### config.mk
export PLATFORM = sky130hd
export DESIGN_NAME = exc_entry_seq
export DESIGN_NICKNAME = d
export VERILOG_FILES = /design/src/rtl/exc_entry_seq.sv
export SDC_FILE = /design/constraint.sdc
export NUM_CORES = 1
export LEC_CHECK = 0
export CORE_AREA = 2 2 163 197
export CTS_CLUSTER_SIZE = 10
export DETAILED_ROUTE_END_ITERATION = 12
export DIE_AREA = 0 0 165 199
export SKIP_CTS_REPAIR_TIMING = 1
export SLEW_MARGIN = 20
export SYNTH_ARGS = -nofsm -noshare
export SYNTH_HDL_FRONTEND = slang
export SYNTH_SLANG_ARGS = --single-unit
### constraint.sdc
create_clock -name clk -period 2.8 [get_ports clk]
set_clock_uncertainty 0.2 [all_clocks]
set_input_delay 0.42 -clock clk [delete_from_list [all_inputs] [get_ports clk]]
set_output_delay 0.42 -clock clk [all_outputs]
set_load 0.02 [all_outputs]
### src/rtl/exc_entry_seq.sv
module exc_entry_seq #(
  parameter int XLEN       = 32,
  parameter int RF_AW      = 5,
  parameter int INSN_BYTES = 4,
  parameter logic [XLEN-1:0] VEC_IRQ = 32'h10,
  parameter logic [XLEN-1:0] VEC_BRK = 32'h18,
  parameter logic [XLEN-1:0] VEC_EXC = 32'h20,
  parameter int IE_BIT     = 1,
  parameter int BIP_BIT    = 3,
  parameter int EIP_BIT    = 9,
  parameter int UM_BIT     = 11,
  parameter int VM_BIT     = 13,
  parameter int ESR_DS_BIT = 12,
  parameter int RET_EXC    = 17,
  parameter int RET_IRQ    = 14,
  parameter int RET_BRK    = 16
) (
  input  logic             clk,
  input  logic             rst_n,
  input  logic             evt_valid,
  input  logic [2:0]       evt_kind,
  input  logic             cfg_exc_impl,
  input  logic [XLEN-1:0]  pc_in,
  input  logic             imm_pending,
  input  logic             dslot_pending,
  input  logic [XLEN-1:0]  br_target,
  input  logic             br_prefixed,
  input  logic [XLEN-1:0]  stat_in,
  input  logic [XLEN-1:0]  esr_in,
  output logic             commit,
  output logic [XLEN-1:0]  next_pc,
  output logic             rf_we,
  output logic [RF_AW-1:0] rf_waddr,
  output logic [XLEN-1:0]  rf_wdata,
  output logic [XLEN-1:0]  stat_out,
  output logic             esr_we,
  output logic [XLEN-1:0]  esr_out,
  output logic             btr_we,
  output logic [XLEN-1:0]  btr_out,
  output logic             flags_clr
);

  localparam int UMS_BIT = UM_BIT + 1;
  localparam int VMS_BIT = VM_BIT + 1;
  localparam logic [XLEN-1:0] STEP = XLEN'(INSN_BYTES);
  localparam logic [2:0] K_HWX  = 3'd0;
  localparam logic [2:0] K_MMU  = 3'd1;
  localparam logic [2:0] K_IRQ  = 3'd2;
  localparam logic [2:0] K_HBRK = 3'd3;
  localparam logic [2:0] K_SBRK = 3'd4;

  logic is_hwx, is_mmu, is_irq, is_hbrk, is_sbrk, is_exc, accept;
  logic irq_ok;

  assign irq_ok  = stat_in[IE_BIT] & ~stat_in[EIP_BIT] & ~stat_in[BIP_BIT] & ~dslot_pending;
  assign is_hwx  = evt_valid && evt_kind == K_HWX && cfg_exc_impl;
  assign is_mmu  = evt_valid && evt_kind == K_MMU;
  assign is_irq  = evt_valid && evt_kind == K_IRQ && irq_ok;
  assign is_hbrk = evt_valid && evt_kind == K_HBRK;
  assign is_sbrk = evt_valid && evt_kind == K_SBRK;
  assign is_exc  = is_hwx | is_mmu;
  assign accept  = is_exc | is_irq | is_hbrk | is_sbrk;

  logic [XLEN-1:0] mmu_back;
  assign mmu_back = dslot_pending ? (br_prefixed ? (STEP << 1) : STEP)
                                  : (imm_pending ? STEP : '0);

  logic [XLEN-1:0] stat_saved, stat_nx;
  always_comb begin
    stat_saved = stat_in;
    stat_saved[UMS_BIT] = stat_in[UM_BIT];
    stat_saved[VMS_BIT] = stat_in[VM_BIT];
    stat_saved[UM_BIT]  = 1'b0;
    stat_saved[VM_BIT]  = 1'b0;
    stat_nx = stat_saved;
    if (is_exc)            stat_nx[EIP_BIT] = 1'b1;
    if (is_irq)            stat_nx[IE_BIT]  = 1'b0;
    if (is_hbrk | is_sbrk) stat_nx[BIP_BIT] = 1'b1;
  end

  logic [XLEN-1:0]  ret_nx, pc_nx;
  logic [RF_AW-1:0] idx_nx;
  always_comb begin
    ret_nx = pc_in;
    idx_nx = RF_AW'(RET_EXC);
    pc_nx  = VEC_EXC;
    if (is_hwx)       ret_nx = pc_in + STEP;
    else if (is_mmu)  ret_nx = pc_in - mmu_back;
    if (is_irq) begin
      idx_nx = RF_AW'(RET_IRQ);
      pc_nx  = VEC_IRQ;
    end else if (is_hbrk) begin
      idx_nx = RF_AW'(RET_BRK);
      pc_nx  = VEC_BRK;
    end else if (is_sbrk) begin
      pc_nx  = br_target;
    end
  end

  logic [XLEN-1:0] esr_nx;
  always_comb begin
    esr_nx = esr_in;
    esr_nx[ESR_DS_BIT] = dslot_pending;
  end

  always_ff @(posedge clk) begin
    if (!rst_n) begin
      commit    <= 1'b0;
      rf_we     <= 1'b0;
      esr_we    <= 1'b0;
      btr_we    <= 1'b0;
      flags_clr <= 1'b0;
      next_pc   <= '0;
      rf_waddr  <= '0;
      rf_wdata  <= '0;
      stat_out  <= '0;
      esr_out   <= '0;
      btr_out   <= '0;
    end else begin
      commit    <= accept;
      rf_we     <= accept & ~is_sbrk;
      esr_we    <= is_exc;
      btr_we    <= is_exc & dslot_pending;
      flags_clr <= is_exc;
      if (accept) begin
        next_pc  <= pc_nx;
        stat_out <= stat_nx;
      end
      if (accept & ~is_sbrk) begin
        rf_waddr <= idx_nx;
        rf_wdata <= ret_nx;
      end
      if (is_exc) esr_out <= esr_nx;
      if (is_exc & dslot_pending) btr_out <= br_target;
    end
  end

  assert_hwx_off_R3: assert property (@(posedge clk) disable iff (!rst_n)
    (evt_valid && evt_kind == K_HWX && !cfg_exc_impl) |=> (!commit && !rf_we && !esr_we));

  assert_irq_gate_R8: assert property (@(posedge clk) disable iff (!rst_n)
    (evt_valid && evt_kind == K_IRQ &&
     (!stat_in[IE_BIT] || stat_in[EIP_BIT] || stat_in[BIP_BIT] || dslot_pending)) |=> !commit);

  assert_live_modes_R6: assert property (@(posedge clk) disable iff (!rst_n)
    commit |-> (!stat_out[VM_BIT] && !stat_out[UM_BIT]));

  assert_btr_pair_R5: assert property (@(posedge clk) disable iff (!rst_n)
    btr_we |-> (esr_we && esr_out[ESR_DS_BIT]));

  assert_quiet_R11: assert property (@(posedge clk) disable iff (!rst_n)
    !evt_valid |=> (!commit && !rf_we && !esr_we && !btr_we && !flags_clr));

  assert_exc_vec_R2: assert property (@(posedge clk) disable iff (!rst_n)
    (flags_clr) |-> (commit && next_pc == VEC_EXC && stat_out[EIP_BIT]));

endmodule

; ---- Word level (Yosys, flattened, before mapping)
; Index checks and enable logic that the tools add are counted.
[word_totals]
latch_bits = 0
out_inout_bits = 170
memories = 0
mem_bits_rw = 0
elab_cells = 51
mem_bits_ro = 0
reg_bits = 167
in_bits = 138
[op_classes]
reduce_logical = 8
n_bitwise = 14
order_cmp = 0
n_mux = 13
addsub = 2
multipliers = 0
div = 0
shifts = 0
n_eq_ne = 4
[op_table]
columns = operator, count
row1 = 2-to-1 mux 32 bit, 5
row2 = adder 32 x 3 -> 32 bit (second input constant), 1
row3 = subtractor 32 x 4 -> 32 bit, 1
row4 = 2-to-1 mux 4 bit, 2
row5 = logical AND 1 bit, 7
row6 = equality test 3 x 2 -> 1 bit (second input constant), 2
row7 = AND 1 bit, 5
row8 = 2-to-1 mux 5 bit, 1
row9 = OR 1 bit, 5
row10 = 2-to-1 mux 1 bit, 4
row11 = NOT 1 bit, 4
row12 = equality test 3 x 1 -> 1 bit (second input constant), 1
row13 = equality test 3 bit (second input constant), 1
row14 = zero test 3 bit, 1
row15 = 2-to-1 mux 3 bit, 1

; ---- Logic depth before layout (Yosys ltp)
[depth]
depth_word = 9
mapped_depth = 10
ltp_nobuf = 10

; ---- Least setup slack after synthesis
; No wires, ideal clock.
[synth_path]
path_kind = input-to-reg
start = input port br_prefixed
end = register rf_wdata[27]
n_path_buf = 0
setup_ps = 79
arrival_ps = 2004
required_time_ps = 2521
path_slack_ps = 517
path_stages = 8
path_cell_list = nand2_1 ha_1 nor2b_1 nor4_1 nand3_1 o32ai_1 nand4b_1 o211ai_1
[synth_via]
elab_chain_cells = 5
[synth_rtl]
columns = item, line
row1 = from (decl), 27  ; input logic br_prefixed,
row2 = 2-to-1 mux 4 bit (2 in series), 65  ; assign mmu_back = dslot_pending ? (br_prefixed ? (STEP << 1) : STEP)
row3 = subtractor 32 x 4 -> 32 bit, 88  ; else if (is_mmu) ret_nx = pc_in - mmu_back;
row4 = 2-to-1 mux 32 bit, 88
row5 = 2-to-1 mux 32 bit, 87  ; if (is_hwx) ret_nx = pc_in + STEP;
row6 = to (signal assigned), 131  ; rf_wdata <= ret_nx;
row7 = to (decl), 34  ; output logic [XLEN-1:0] rf_wdata,
; No other way between the ends.
; A chain may end at the register's enable or synchronous reset.

; ---- Final worst setup path
[layout_path]
start = input port dslot_pending
end = register rf_wdata[12]
[layout_via]
elab_chain_cells = 7
word_cells_on_any_way = 11
cone_classes = add/sub (1) / mux (3) / bitwise (6) / reduce/logical (1)
[layout_rtl]
columns = item, line
row1 = from (decl), 25  ; input logic dslot_pending,
row2 = "parallel branches: the longest is 7 deep, another holds subtractor 32 x 4 -> 32 bit", -
; Several ways; the timed one is not identified.

==> run_results.csv <==
group,metric,value,unit
clocking,cts.root.buffer_cell,"clkbuf_16",
global_routing,grt_pass1_wl,39.0,mm
route,first_pass_iters,5,
global_routing,grt_pass1_vias,6869,
yosys,ys_ff_latch,165,
timing,fin_hold_ws,251,ps
yosys,synth_flop_cell,"dfxtp_1",
critical_path,endpoint_kind,"flip-flop",
power,power_density,502,mW/mm^2
route,drt_iter0_drc,429,
yosys,synthSimpleGateAreaFrac,26.2,%
placed_design,gp_congestion,0.851,
clocking,cts-htree-levels,4,
timing,setup_slack,241,ps
route,postRouteAntennaNets,0,
final_layout,multi_input_area,0.00333,sq mm
final_layout,nets,1316,
yosys,synth_xor_area_share,1.98,%
placed_design,dpl.hpwl,19.4,mm
placed_design,dp.cells,1556,
final_layout,final_util,36.8,%
min_path,min_path_type,"reg -> reg",
global_routing,grtUsageMet1,17.6,%
min_path,holdPathEnd,"rf_wdata[3]",
yosys,synth_area_leader_cell,"dfxtp_1",
yosys,synth_top_family_by_area,"simple AND/OR/NAND/NOR gates",
min_path,hp-start,"rf_wdata[3]",
final_layout,drive_gt1_share,10.9,%
critical_path,r2r-start,"next_pc[3]",
floorplanning,core-area,0.0310,sq mm
final_layout,finalNonFillerCells,1586,
final_layout,antennaDiodeCount,0,
yosys,yosys-mux-area-fraction,0.142,%
yosys,synth_top_area_share,46.8,%
outcome,status,"finished clean",
floorplanning,die-width,165,um
yosys,ys.warnings.count,0,
job,cap_violations,0,
floorplanning,pin_count,308,
placed_design,place_area,0.0108,sq mm
timing,period_needed,2560,ps
route,wire_per_inst,16.4,um
yosys,synth_compound_area_share,17.8,%
clocking,numCtsBuffers,17,
timing,rsz0062_at_grt,"no",
final_layout,final_area,0.0114,sq mm
final_layout,fillers,3187,
yosys,synthArstFlopShare,0,%
floorplanning,dieArea,0.0328,sq mm
yosys,syn_area,0.00706,sq mm
final_layout,area_growth,61.7,%
yosys,synthAdderAreaFrac,0.815,%
floorplanning,num_rows,71,
route,dr_total_vias,7169,
yosys,synth_cells,851,
yosys,syn-mean-instance-area,8.30,sq um
clocking,cts_tree,"built",
critical_path,critPathKind,"in -> reg",
clocking,clk_latency,420,ps
power,vdd_ir_drop_max,0.328,mV
placed_design,pre_cts_ws,-152,ps
clocking,clock_path_buffers,2,
final_layout,seq_area,0.00330,sq mm
critical_path,cp.required,2950,ps
route,wirelength,26.1,mm
timing,finalMaxSlewViolations,0,
min_path,worstHoldPathCells,2,
power,power,5.74,mW
timing,finalHoldViolCount,0,
yosys,synth_edf_count,0,
global_routing,grt_busiest_layer,"met2",
route,drc,0,
global_routing,grt_overflow,0,
timing,max_freq,391,MHz
yosys,synth.distinct_cells,69,
critical_path,r2r_end,"next_pc[3]",
global_routing,grt_max_degree,52,
yosys,ys_seq_area_share,46.8,%
route,drt-vias-per-instance,4.52,
global_routing,grt_use_total,15.4,%
critical_path,cp_max_fo,3,
power,leakage,4.00,nW
floorplanning,start_util,22.8,%
floorplanning,die_h,199,um
critical_path,rr_worst_depth,2,
global_routing,antenna_found_initial,0,
critical_path,reg2reg_slack,1800,ps
placed_design,numPortBuffers,302,
yosys,synth_commonest_cells,"228 x nand2_1, 165 x dfxtp_1, 115 x a21oi_1",
critical_path,startpoint_type,"input pin",
timing,fin_tns_setup,0,ps
global_routing,use_met2,28.1,%
clocking,clock_sinks,165,
timing,final-setup-viol-count,0,
global_routing,grt_use_met3,4.38,%
yosys,synth.area.top_cells,"dfxtp_1 47%, nand2_1 12%, a21oi_1 8.1%",
critical_path,cp.arrival,2710,ps
yosys,synth_most_common_cell,"nand2_1",
timing,finalCritPeriodShare,91.4,%
clocking,clk_pin_slew,70,ps
-- per-layer routing --
metal / vias to the layer above / part of all wire [%] / routed length (um)
met4: 0 / 1.2 / 306
met1: 3334 / 40 / 10400
li1: 3585 / - / -
met5: - / 0 / 0
met3: 13 / 7.6 / 1990
met2: 237 / 51 / 13400
-- worst max-delay path, stage by stage --
cell,delay (ps)
clkdlybuf4s50_1,550
mux2i_1,230
ha_1,210
fa_1,230
nand4bb_1,210
nor4_1,340
a22oi_1,150
xnor2_1,150
nand2_1,60
a21oi_1,140
-- layout make-up --
cell class,count,area share (%)
clock buffer,22,4.24
clock inverter,8,0.854
inverter,10,0.350
multi-input combinational,607,29.1
sequential,165,28.9
tap,401,4.39
timing repair buffer,373,32.1
-- where the power goes --
| part | switching, mW | internal (mW) |
|---|---|---|
| sequential | 0.0396 | 2.43 |
| clock | 0.974 | 1.40 |
| combinational | 0.450 | 0.450 |
-- how the worst max path moves through the flow --
stage / to / slack, ps / from / cells past startpoint
finish: rf_wdata[12] / 240 / dslot_pending / 10
CTS: rf_wdata[26] / 300 / dslot_pending / 9
floorplan: rf_wdata[27] / 520 / br_prefixed / 8
global route: rf_wdata[10] / 160 / dslot_pending / 10
global placement: rf_wdata[31] / -80 / dslot_pending / 11
detailed placement: rf_wdata[26] / -150 / dslot_pending / 9
-- flip-flops by register name (all words and copies together) (netlist names), 3 cells and up --
signal	flops
btr_out	32
esr_out	32
next_pc	32
rf_wdata	32
stat_out	30
rf_waddr	3
-- layout by cell type, fill, tap and decap left out, drive strengths merged, types with 3 or more instances in the layout --
cell type,netlist,layout
clkdlybuf4s50,0,302
nand2,228,228
dfxtp,165,165
a21oi,115,115
buf,34,71
nand3,42,42
nor2,34,34
a22o,29,29
clkbuf,36,22
o21ai,16,16
nor3,14,14
xnor2,12,12
nand4,11,11
inv,10,11
nor4,11,11
o211ai,9,9
nand4b,8,8
a211oi,8,8
and2,7,7
a31oi,5,5
or3,5,5
clkinv,0,5
or4,5,5
xor2,4,4
o22ai,4,4
and3,4,4
nor3b,4,4
o32ai,4,4
ha,3,3
-- cells by family after synthesis --
group	count (synthesis)
flip-flops	165
multiplexers	1
adder cells (fa/ha/maj)	4
AO/OA/AOI/OAI	200
other	1
buffers and inverters	80
AND/OR/NAND/NOR	384
XOR/XNOR	16
No activity file was read; power rests on OpenSTA's default activity.
